## config.mk

```make
export PLATFORM = sky130hd
export DESIGN_NAME = simd_sat_sub
export DESIGN_NICKNAME = d
export VERILOG_FILES = /design/src/rtl/psub_pkg.sv /design/src/rtl/sub_lane.sv /design/src/rtl/lane_bank.sv /design/src/rtl/simd_sat_sub.sv
export SDC_FILE = /design/constraint.sdc
export NUM_CORES = 1
export LEC_CHECK = 0
export ABC_CLOCK_PERIOD_IN_PS = 4100
export BUFFER_PORTS_ARGS = -buffer_cell sky130_fd_sc_hd__buf_2
export CAP_MARGIN = 15
export CORE_ASPECT_RATIO = 1.5
export CORE_UTILIZATION = 37
export CTS_CLUSTER_SIZE = 16
export DETAILED_ROUTE_END_ITERATION = 12
export MAX_ROUTING_LAYER = met4
export PLACE_DENSITY = 0.69
export SYNTH_ARGS = -nofsm -noshare
export SYNTH_HDL_FRONTEND = slang
export SYNTH_SLANG_ARGS = --single-unit
```

## constraint.sdc

```tcl
create_clock -name clk -period 4.1 [get_ports clk]
set_clock_uncertainty 0.05 [all_clocks]
set_input_delay 0.205 -clock clk [delete_from_list [all_inputs] [get_ports clk]]
set_output_delay 0.205 -clock clk [all_outputs]
set_load 0.03 [all_outputs]
```

## src/rtl/psub_pkg.sv

```systemverilog
// Package psub_pkg: shared mode codes for the packed subtractor.
// Assumes bit 0 of a legal code selects 16-bit lanes.
package psub_pkg;
    typedef enum logic [2:0] {
        SUB_WRAP8  = 3'b000,
        SUB_WRAP16 = 3'b001,
        SUB_SSAT8  = 3'b010,
        SUB_SSAT16 = 3'b011,
        SUB_USAT8  = 3'b100,
        SUB_USAT16 = 3'b101
    } sub_mode_e;
endpackage

```

## src/rtl/sub_lane.sv

```systemverilog
// Module sub_lane: one W-bit lane, a - b, with optional signed or unsigned clamp.
// Assumes at most one of sat_s / sat_u is high.
module sub_lane #(
    parameter int W = 16
) (
    input  logic [W-1:0] a,
    input  logic [W-1:0] b,
    input  logic         sat_s,
    input  logic         sat_u,
    output logic [W-1:0] y
);
    logic [W:0]   diff;
    logic [W-1:0] raw;
    logic         borrow;
    logic         s_ovf;

    // Extended difference: top bit is the unsigned borrow.
    assign diff   = {1'b0, a} - {1'b0, b};
    assign raw    = diff[W-1:0];
    assign borrow = diff[W];
    // Signed overflow: operands differ in sign and result sign departs from a.
    assign s_ovf  = (a[W-1] ^ b[W-1]) & (raw[W-1] ^ a[W-1]);

    // Pick wrapped value or clamp bound.
    always_comb begin
        y = raw;
        if (sat_u && borrow)
            y = '0;
        else if (sat_s && s_ovf)
            y = a[W-1] ? {1'b1, {(W-1){1'b0}}} : {1'b0, {(W-1){1'b1}}};
    end
endmodule

```

## src/rtl/lane_bank.sv

```systemverilog
// Module lane_bank: splits DATA_W into LANE_W lanes and subtracts each.
// Assumes DATA_W is a multiple of LANE_W.
module lane_bank #(
    parameter int DATA_W = 128,
    parameter int LANE_W = 8
) (
    input  logic [DATA_W-1:0] a,
    input  logic [DATA_W-1:0] b,
    input  logic              sat_s,
    input  logic              sat_u,
    output logic [DATA_W-1:0] y
);
    localparam int NLANE = DATA_W / LANE_W;

    for (genvar i = 0; i < NLANE; i++) begin : g_lane
        sub_lane #(.W(LANE_W)) u_lane (
            .a     (a[i*LANE_W +: LANE_W]),
            .b     (b[i*LANE_W +: LANE_W]),
            .sat_s (sat_s),
            .sat_u (sat_u),
            .y     (y[i*LANE_W +: LANE_W])
        );
    end
endmodule

```

## src/rtl/simd_sat_sub.sv

```systemverilog
// Module simd_sat_sub: packed subtract in 8- or 16-bit lanes, with wrap,
// signed clamp or unsigned clamp, and an optional output register.
// Assumes DATA_W is a multiple of 16 and inputs are stable through a cycle.
module simd_sat_sub
    import psub_pkg::*;
#(
    parameter int DATA_W  = 128,
    parameter bit OUT_REG = 1'b1
) (
    input  logic              clk,
    input  logic              rst_n,
    input  logic              in_valid,
    input  logic [2:0]        mode,
    input  logic [DATA_W-1:0] src_a,
    input  logic [DATA_W-1:0] src_b,
    output logic [DATA_W-1:0] dst,
    output logic              out_valid
);
    localparam int N16 = DATA_W / 16;
    localparam int N8  = DATA_W / 8;

    logic              sat_s, sat_u, wide, legal;
    logic [DATA_W-1:0] res8, res16, res;

    // Decode mode into lane width and clamp kind.
    always_comb begin
        legal = (mode <= 3'(SUB_USAT16));
        wide  = mode[0];
        sat_s = (mode == 3'(SUB_SSAT8))  || (mode == 3'(SUB_SSAT16));
        sat_u = (mode == 3'(SUB_USAT8))  || (mode == 3'(SUB_USAT16));
    end

    lane_bank #(.DATA_W(DATA_W), .LANE_W(8)) u_bank8 (
        .a(src_a), .b(src_b), .sat_s(sat_s), .sat_u(sat_u), .y(res8)
    );
    lane_bank #(.DATA_W(DATA_W), .LANE_W(16)) u_bank16 (
        .a(src_a), .b(src_b), .sat_s(sat_s), .sat_u(sat_u), .y(res16)
    );

    // Select the width in use; reserved codes give zero.
    always_comb begin
        res = '0;
        if (legal) res = wide ? res16 : res8;
    end

    if (OUT_REG) begin : g_reg
        // Capture result on accepted input; valid follows input a cycle later.
        always_ff @(posedge clk) begin
            if (!rst_n) begin
                out_valid <= 1'b0;
                dst       <= '0;
            end else begin
                out_valid <= in_valid;
                if (in_valid) dst <= res;
            end
        end

        AST_VALID_LATENCY: assert property (@(posedge clk) disable iff (!rst_n)
            in_valid |=> out_valid);
        AST_IDLE_LATENCY: assert property (@(posedge clk) disable iff (!rst_n)
            !in_valid |=> !out_valid);
        AST_IDLE_HOLD: assert property (@(posedge clk) disable iff (!rst_n)
            !in_valid |=> $stable(dst));
        AST_RESERVED_ZERO: assert property (@(posedge clk) disable iff (!rst_n)
            (out_valid && $past(mode) >= 3'b110) |-> (dst == '0));

        for (genvar i = 0; i < N16; i++) begin : g_chk16
            AST_US16_NO_WRAP: assert property (@(posedge clk) disable iff (!rst_n)
                (out_valid && $past(mode) == 3'(SUB_USAT16))
                |-> (dst[i*16 +: 16] <= $past(src_a[i*16 +: 16])));
            AST_SS16_SIGN: assert property (@(posedge clk) disable iff (!rst_n)
                (out_valid && $past(mode) == 3'(SUB_SSAT16)
                 && ($past(src_a[i*16+15]) != $past(src_b[i*16+15])))
                |-> (dst[i*16+15] == $past(src_a[i*16+15])));
        end
        for (genvar j = 0; j < N8; j++) begin : g_chk8
            AST_US8_NO_WRAP: assert property (@(posedge clk) disable iff (!rst_n)
                (out_valid && $past(mode) == 3'(SUB_USAT8))
                |-> (dst[j*8 +: 8] <= $past(src_a[j*8 +: 8])));
            AST_SS8_SIGN: assert property (@(posedge clk) disable iff (!rst_n)
                (out_valid && $past(mode) == 3'(SUB_SSAT8)
                 && ($past(src_a[j*8+7]) != $past(src_b[j*8+7])))
                |-> (dst[j*8+7] == $past(src_a[j*8+7])));
        end
    end else begin : g_comb
        // Pass-through variant: no storage.
        assign dst       = res;
        assign out_valid = in_valid;
    end
endmodule

```

# Word level (Yosys, flattened, before mapping)
# Index checks and enable logic that the tools add are counted.
[word_totals] reg_bits=129 input_bits=262 output_inout_bits=129 elab_cells=219
[op_classes] addsub=24 n_lt_le_gt_ge=1 n_eq_ne=4 muxes=74 n_bitwise=64 n_reduce_logical=50
[op_table] op="two-way mux 16 bit" n=24
[op_table] op="two-way mux 8 bit" n=48
[op_table] op="two-way mux 128 bit" n=2
[op_table] op="subtractor 8 x 8 -> 9 bit" n=16
[op_table] op="subtractor 16 x 16 -> 17 bit" n=8
[op_table] op="logical AND 1 bit" n=48
[op_table] op="XOR 1 bit" n=40
[op_table] op="bitwise AND 1 bit" n=24
[op_table] op="== test 3 x 2 -> 1 bit (second input constant)" n=2
[op_table] op="== test 3 bit (second input constant)" n=2
[op_table] op="<= comparator 3 bit (second input constant)" n=1
[op_table] op="logical OR 1 bit" n=2

# Depth between registers and ports, before layout
[depth] ltp_word=8 depth_mapped=12 ltp_nobuf=12

# Hierarchy
# Synthesis repeated with hierarchy kept, for this count alone.
[unflattened] hier_cells=3089 hier_area_um2=23410.0
[modules_own_cells] mod="sub_lane at u_bank8.g_lane[0].u_lane ..." instances=16 cells_each=77 area_each_um2=524.3 seq_area_each_um2=0.0
[modules_own_cells] mod="simd_sat_sub" instances=1 cells_each=575 area_each_um2=5950.7 seq_area_each_um2=2582.5
[modules_own_cells] mod="sub_lane at u_bank16.g_lane[1].u_lane ..." instances=5 cells_each=161 area_each_um2=1132.3 seq_area_each_um2=0.0
[modules_own_cells] mod="sub_lane at u_bank16.g_lane[6].u_lane ..." instances=2 cells_each=160 area_each_um2=1164.9 seq_area_each_um2=0.0
[modules_own_cells] mod="sub_lane at u_bank16.g_lane[0].u_lane" instances=1 cells_each=157 area_each_um2=1079.8 seq_area_each_um2=0.0

# Least setup slack after synthesis
# No wires, ideal clock.
[synth_path] kind="in2reg" from="in src_a[48]" to="reg dst[51]" setup_ps=74 arrival_ps=2511 t_required_ps=3976 path_slack_ps=1465 path_stages=12 path_buffers=1 path_cell_list="inv_1 -> ha_1 -> fa_1 -> nand2b_1 -> a21oi_1 -> o211ai_1 -> o2bb2ai_1 -> o311ai_1 -> o211ai_2 -> buf_2 -> o21bai_1 -> a31oi_1"
[synth_via] elab_chain_cells=8 word_cells_on_any_way=16 cone_classes="2 x add/sub; 6 x mux; 4 x bitwise; 4 x reduce/logical"
[synth_rtl] element="start: declaration" line_no="simd_sat_sub.sv:14" text="input logic [DATA_W-1:0] src_a,"
[synth_rtl] element="subtractor 16 x 16 -> 17 bit / subtractor 8 x 8 -> 9 bit (equally long branches)" line_no="sub_lane.sv:18" text="assign diff = {1'b0, a} - {1'b0, b};"
[synth_rtl] element="XOR 1 bit" line_no="sub_lane.sv:22" text="assign s_ovf = (a[W-1] ^ b[W-1]) & (raw[W-1] ^ a[W-1]);"
[synth_rtl] element="bitwise AND 1 bit" line_no="sub_lane.sv:22"
[synth_rtl] element="logical AND 1 bit" line_no="sub_lane.sv:29" text="else if (sat_s && s_ovf)"
[synth_rtl] element="two-way mux 16 bit / two-way mux 8 bit (equally long branches)" line_no="sub_lane.sv:29"
[synth_rtl] element="two-way mux 16 bit / two-way mux 8 bit (equally long branches)" line_no="sub_lane.sv:27" text="if (sat_u && borrow)"
[synth_rtl] element="two-way mux 128 bit (*) (2 in series)" line_no="simd_sat_sub.sv:43" text="if (legal) res = wide ? res16 : res8;"
[synth_rtl] element="end signal: assignment" line_no="simd_sat_sub.sv:54" text="if (in_valid) dst <= res;"
[synth_rtl] element="end: declaration" line_no="simd_sat_sub.sv:16" text="output logic [DATA_W-1:0] dst,"
# Mark *: on every way between the ends. The rest lies on a longest branch, timed or not.
# A chain may end at the register's enable or synchronous reset.

# Worst setup path in the final report
[layout_path] from="in src_a[0]" to="reg dst[7]"
# Same word-level chain as after synthesis.

==> results <==
- The run finished with clean final reports.
- Traced cell by cell, the critical path runs through buf_2 > inv_1 > ha_1 > fa_1 > nor2b_1 > o31a_1 > o22ai_1 > a31oi_1 > a31oi_1 > or3_1 > o21bai_1 > a31oi_1.
- The worst slew slack as a fraction of its limit is 32.3%.
- The count of synthesis-stage warnings from yosys is 0.
- The number of cells on the worst hold path is 3.
- The worst hold path class is in2reg.
- After synthesis, the netlist uses 100 different library cells.
- Yosys mapped a number of flops with a built-in enable equal to 0.
- The count of nets left with antenna violations once routing finished came out at 0.
- Measured on the finished design, the core utilization comes to 44.6%.
- Setup violations remaining at the end of the flow were counted as 0.
- The CTS H-tree depth is 4.
- Buffers added to address setup during post-CTS repair amount to 0.
- For the pin with the worst max-slew slack, the measured transition is between 1 and 1.5 ns.
- Row generation in the floorplan step produced 91 rows.
- The number of inserted filler cells in the final layout is 4281.
- The post-synthesis instance area is approximately 0.015 sq mm.
- Once detailed placement completed, the half-perimeter wirelength came to 46.7 mm.
- The final sum of negative setup slack is 0 ns.
- The via count of the first global-routing pass is around 17k.
- Across all register-to-register paths, the minimum setup slack is 2.93 ns.
- After detailed routing, the average wire length per cell comes to 19.9 um.
- Sequential elements use 16.8% of the synthesized area.
- The global-route wire length before repair is 91.1 mm.
- The kind of critical path is in2reg.
- The hold buffer count at CTS is 0.
- The initial utilization of the core area, before any placement, comes to 37.5%.
- The startpoint kind of the worst setup timing path is a primary input.
- The initial antenna violation count is 4.
- The first TritonRoute pass finished after 7 iterations.
- The max-slew violation total from the final report is 0.
- Excluding fillers, the count of instances in the completed layout stands at 2957.
- STA classifies the critical path endpoint as a register.
- The final hold violation count is 0.
- Data arrives at the worst endpoint at 3.06 ns.
- The largest fanout on the critical path is 13.
- In this run the deepest clock path goes through 2 buffers.
- By count the netlist is led by sky130_fd_sc_hd__a21oi_1, sky130_fd_sc_hd__inv_1, sky130_fd_sc_hd__nand2_1.
- Counting stages on the worst path, the most repeated cell is sky130_fd_sc_hd__a31oi_1.
- Of the post-synthesis cell area, the dominant cell type holds between 10% and 20%.
- The post-route netlist has 20.0% of its cells at a drive strength greater than 1.
- The clock latency reported for the late side of the worst-skew pair is between 0.4 and 0.5 ns.
- Max-cap violations in this run came to 0.
- The worst path uses 66.7% of the clock period.
- The number of buffers added on ports is 390.
- Prior to clock tree synthesis, the placed netlist has a worst setup slack of between 0.9 and 1 ns.
- The kind of cell with the highest combined delay along the critical path is compound AO/OA/AOI/OAI gates.
- Counting tap cells, the placed design contains a total of approximately 3k instances.
- The startpoint identified for the worst register-to-register timing path is dst[83].
- The TritonCTS clock tree is done.
- After floorplanning, the core was sized to cover 0.0410 sq mm.
- The post-cts repair resize count is 0.
- Among all flip-flop cells after synthesis, the most frequent one is sky130_fd_sc_hd__dfxtp_1.
- The clock sink count is roughly 130.
- The die boundary height is 252 um.
- After clock tree synthesis, the clock-pin slew on the worst setup and hold paths is 0.07 ns.
- The aggregate global-route resource usage is between 20% and 30%.
- The startpoint of the tightest hold check path is src_a[31].
- The number of DRC violations after detailed-routing iteration 0 is about 1.2k.
- The top-level I/O count is a little under 400.
- The number of vias after detailed routing is roughly 17k.
- After synthesis, the cell types taking the most area are sky130_fd_sc_hd__dfxtp_1, sky130_fd_sc_hd__ha_1, sky130_fd_sc_hd__a21oi_1.
- After detailed routing, the number of vias per cell comes to 5.83.
- The smallest clock period supported by the final layout is computed as around 2.7 ns.
- Entering global routing, the biggest net connects 51 pins.
- The wire length after detailed routing is ~59 mm.
- The worst hold endpoint is dst[17].
- Relative to the synthesized area, the layout overhead comes to 19.0%.
- In this run the critical register-to-register path is captured at dst[83].
- In this run the power density over the cells is about 310 mW/mm^2.
- The worst register-to-register path has a depth of 3.
- Of all cell types, the one taking the most synthesized area is sky130_fd_sc_hd__dfxtp_1.
- After layout, the worst setup slack is between 1 and 1.5 ns.
- Synthesis handed over a netlist of roughly 2.1k instances.
- Global routing finished with a remaining overflow of 0.
- In this run the static leakage power is between 0.008 and 0.009 uW.
- The root buffer selected by CTS is sky130_fd_sc_hd__clkbuf_16.
- Counting every net in the synthesized netlist gives 2513.
- The number of synthesized register bits is ~130.
- Among all stages on the critical path, the largest delay is contributed by sky130_fd_sc_hd__or3_1.
- The die width is 168 um.
- The upper clock frequency limit is ~0.37 GHz.
- The routability-driven placement congestion ratio is 0.968.
- For this run, the post-layout net count is 2843.
- After detailed placement, the total cell area comes to between 0.015 and 0.02 sq mm.
- The worst IR drop on VDD is 0.232 mV.
- The area of all placed cells without fillers is about 0.018 sq mm.
- The fraction of synthesis flops using an asynchronous set or reset pin is 0%.
- The number of buffers and inverters on the critical path is 2.
- The peak per-stage delay on the critical path is 0.61 ns.
- For this run, design rule violations remaining after detail routing come to 0.
- The floorplan step defined a die boundary enclosing 0.0424 sq mm.
- The endpoint required time on the critical path is about 4.4 ns.
- Among all cell types in the netlist, the one instantiated most often is sky130_fd_sc_hd__a21oi_1.
- The per-instance average area after synthesis is 7.32 sq um.
- In this run, CTS created clock tree buffers numbering 17.
- Setup repair after global routing left no endpoint under its margin.
## report_power, final
| part | switching [uW] | internal, uW |
|---|---|---|
| logic | 1540 | 967 |
| registers | 86.8 | 1370 |
| clock network | 666 | 1110 |
## kinds of logic (layout without fill, tap and decap cells)
logic type	count (synthesis)	after routing	synth area share [%]
compound gates	823	823	36.3
xor+xnor	120	120	6.84
fa+ha+maj	152	152	13.2
buf+inv	291	634	7.96
flops	129	129	16.8
mux	12	12	0.928
other cells	0	4	0
simple gates	572	572	18.0
## layout make-up
type	instances	area, sq um	area share (%)
Antenna cell	4	10.0	0.0547
Clock inverter	13	208	1.13
Sequential cell	129	2580	14.1
Timing Repair Buffer	411	2110	11.5
Clock buffer	19	453	2.48
Tap cell	511	639	3.49
Multi-Input combinational cell	1679	11600	63.3
Inverter	191	717	3.92
## registers in the layout, summed over array words and instances, names as in the netlist
| register | flops |
|---|---|
| dst | 128 |
| out_valid | 1 |
## per-layer routing
layer | global-route usage (%) | share of wire (%)
met5 | - | 0
met4 | 16.6 | 5.7
met3 | 4.22 | 5.4
met2 | 49.4 | 50
met1 | 29.8 | 39
## tightest hold or removal path, stage by stage
cell and delay, ns:
sky130_fd_sc_hd__buf_2 0.17, sky130_fd_sc_hd__o22a_1 0.16, sky130_fd_sc_hd__o22ai_1 0.06
## metrics by stage
stage          hold WS, ns  total power, uW
2_1_floorplan        0.365             3220
3_3_place_gp         0.396             3910
3_5_place_dp         0.400             3950
4_1_cts              0.101             5730
5_1_grt              0.140             6040
6_report             0.140             5740
## layout by cell type, fill, tap and decap left out, types with 45 or more instances in the layout
| cell | synthesis | final |
|---|---|---|
| sky130_fd_sc_hd__xnor2_1 | 75 | 75 |
| sky130_fd_sc_hd__nor2b_1 | 53 | 52 |
| sky130_fd_sc_hd__xor2_1 | 45 | 45 |
| sky130_fd_sc_hd__ha_1 | 136 | 136 |
| sky130_fd_sc_hd__buf_2 | 13 | 390 |
| sky130_fd_sc_hd__a21o_1 | 72 | 72 |
| sky130_fd_sc_hd__a21oi_1 | 220 | 220 |
| sky130_fd_sc_hd__dfxtp_1 | 129 | 129 |
| sky130_fd_sc_hd__nor2_1 | 144 | 142 |
| sky130_fd_sc_hd__nand2_1 | 176 | 176 |
| sky130_fd_sc_hd__o21a_1 | 51 | 51 |
| sky130_fd_sc_hd__inv_1 | 190 | 189 |
| sky130_fd_sc_hd__o21ai_0 | 104 | 104 |
## worst max-delay path by stage
stage / from / end / slack, ns / depth (start not counted)
after floorplan: src_a[48] / dst[51] / 1.46 / 12
after global placement: src_a[48] / dst[51] / 1.03 / 12
after detailed placement: src_a[0] / dst[7] / 0.95 / 12
after CTS: src_a[0] / dst[7] / 1.44 / 12
after global routing: src_a[48] / dst[54] / 1.08 / 12
final: src_a[0] / dst[7] / 1.36 / 12
Note: power is estimated with default switching activity, not from simulation.
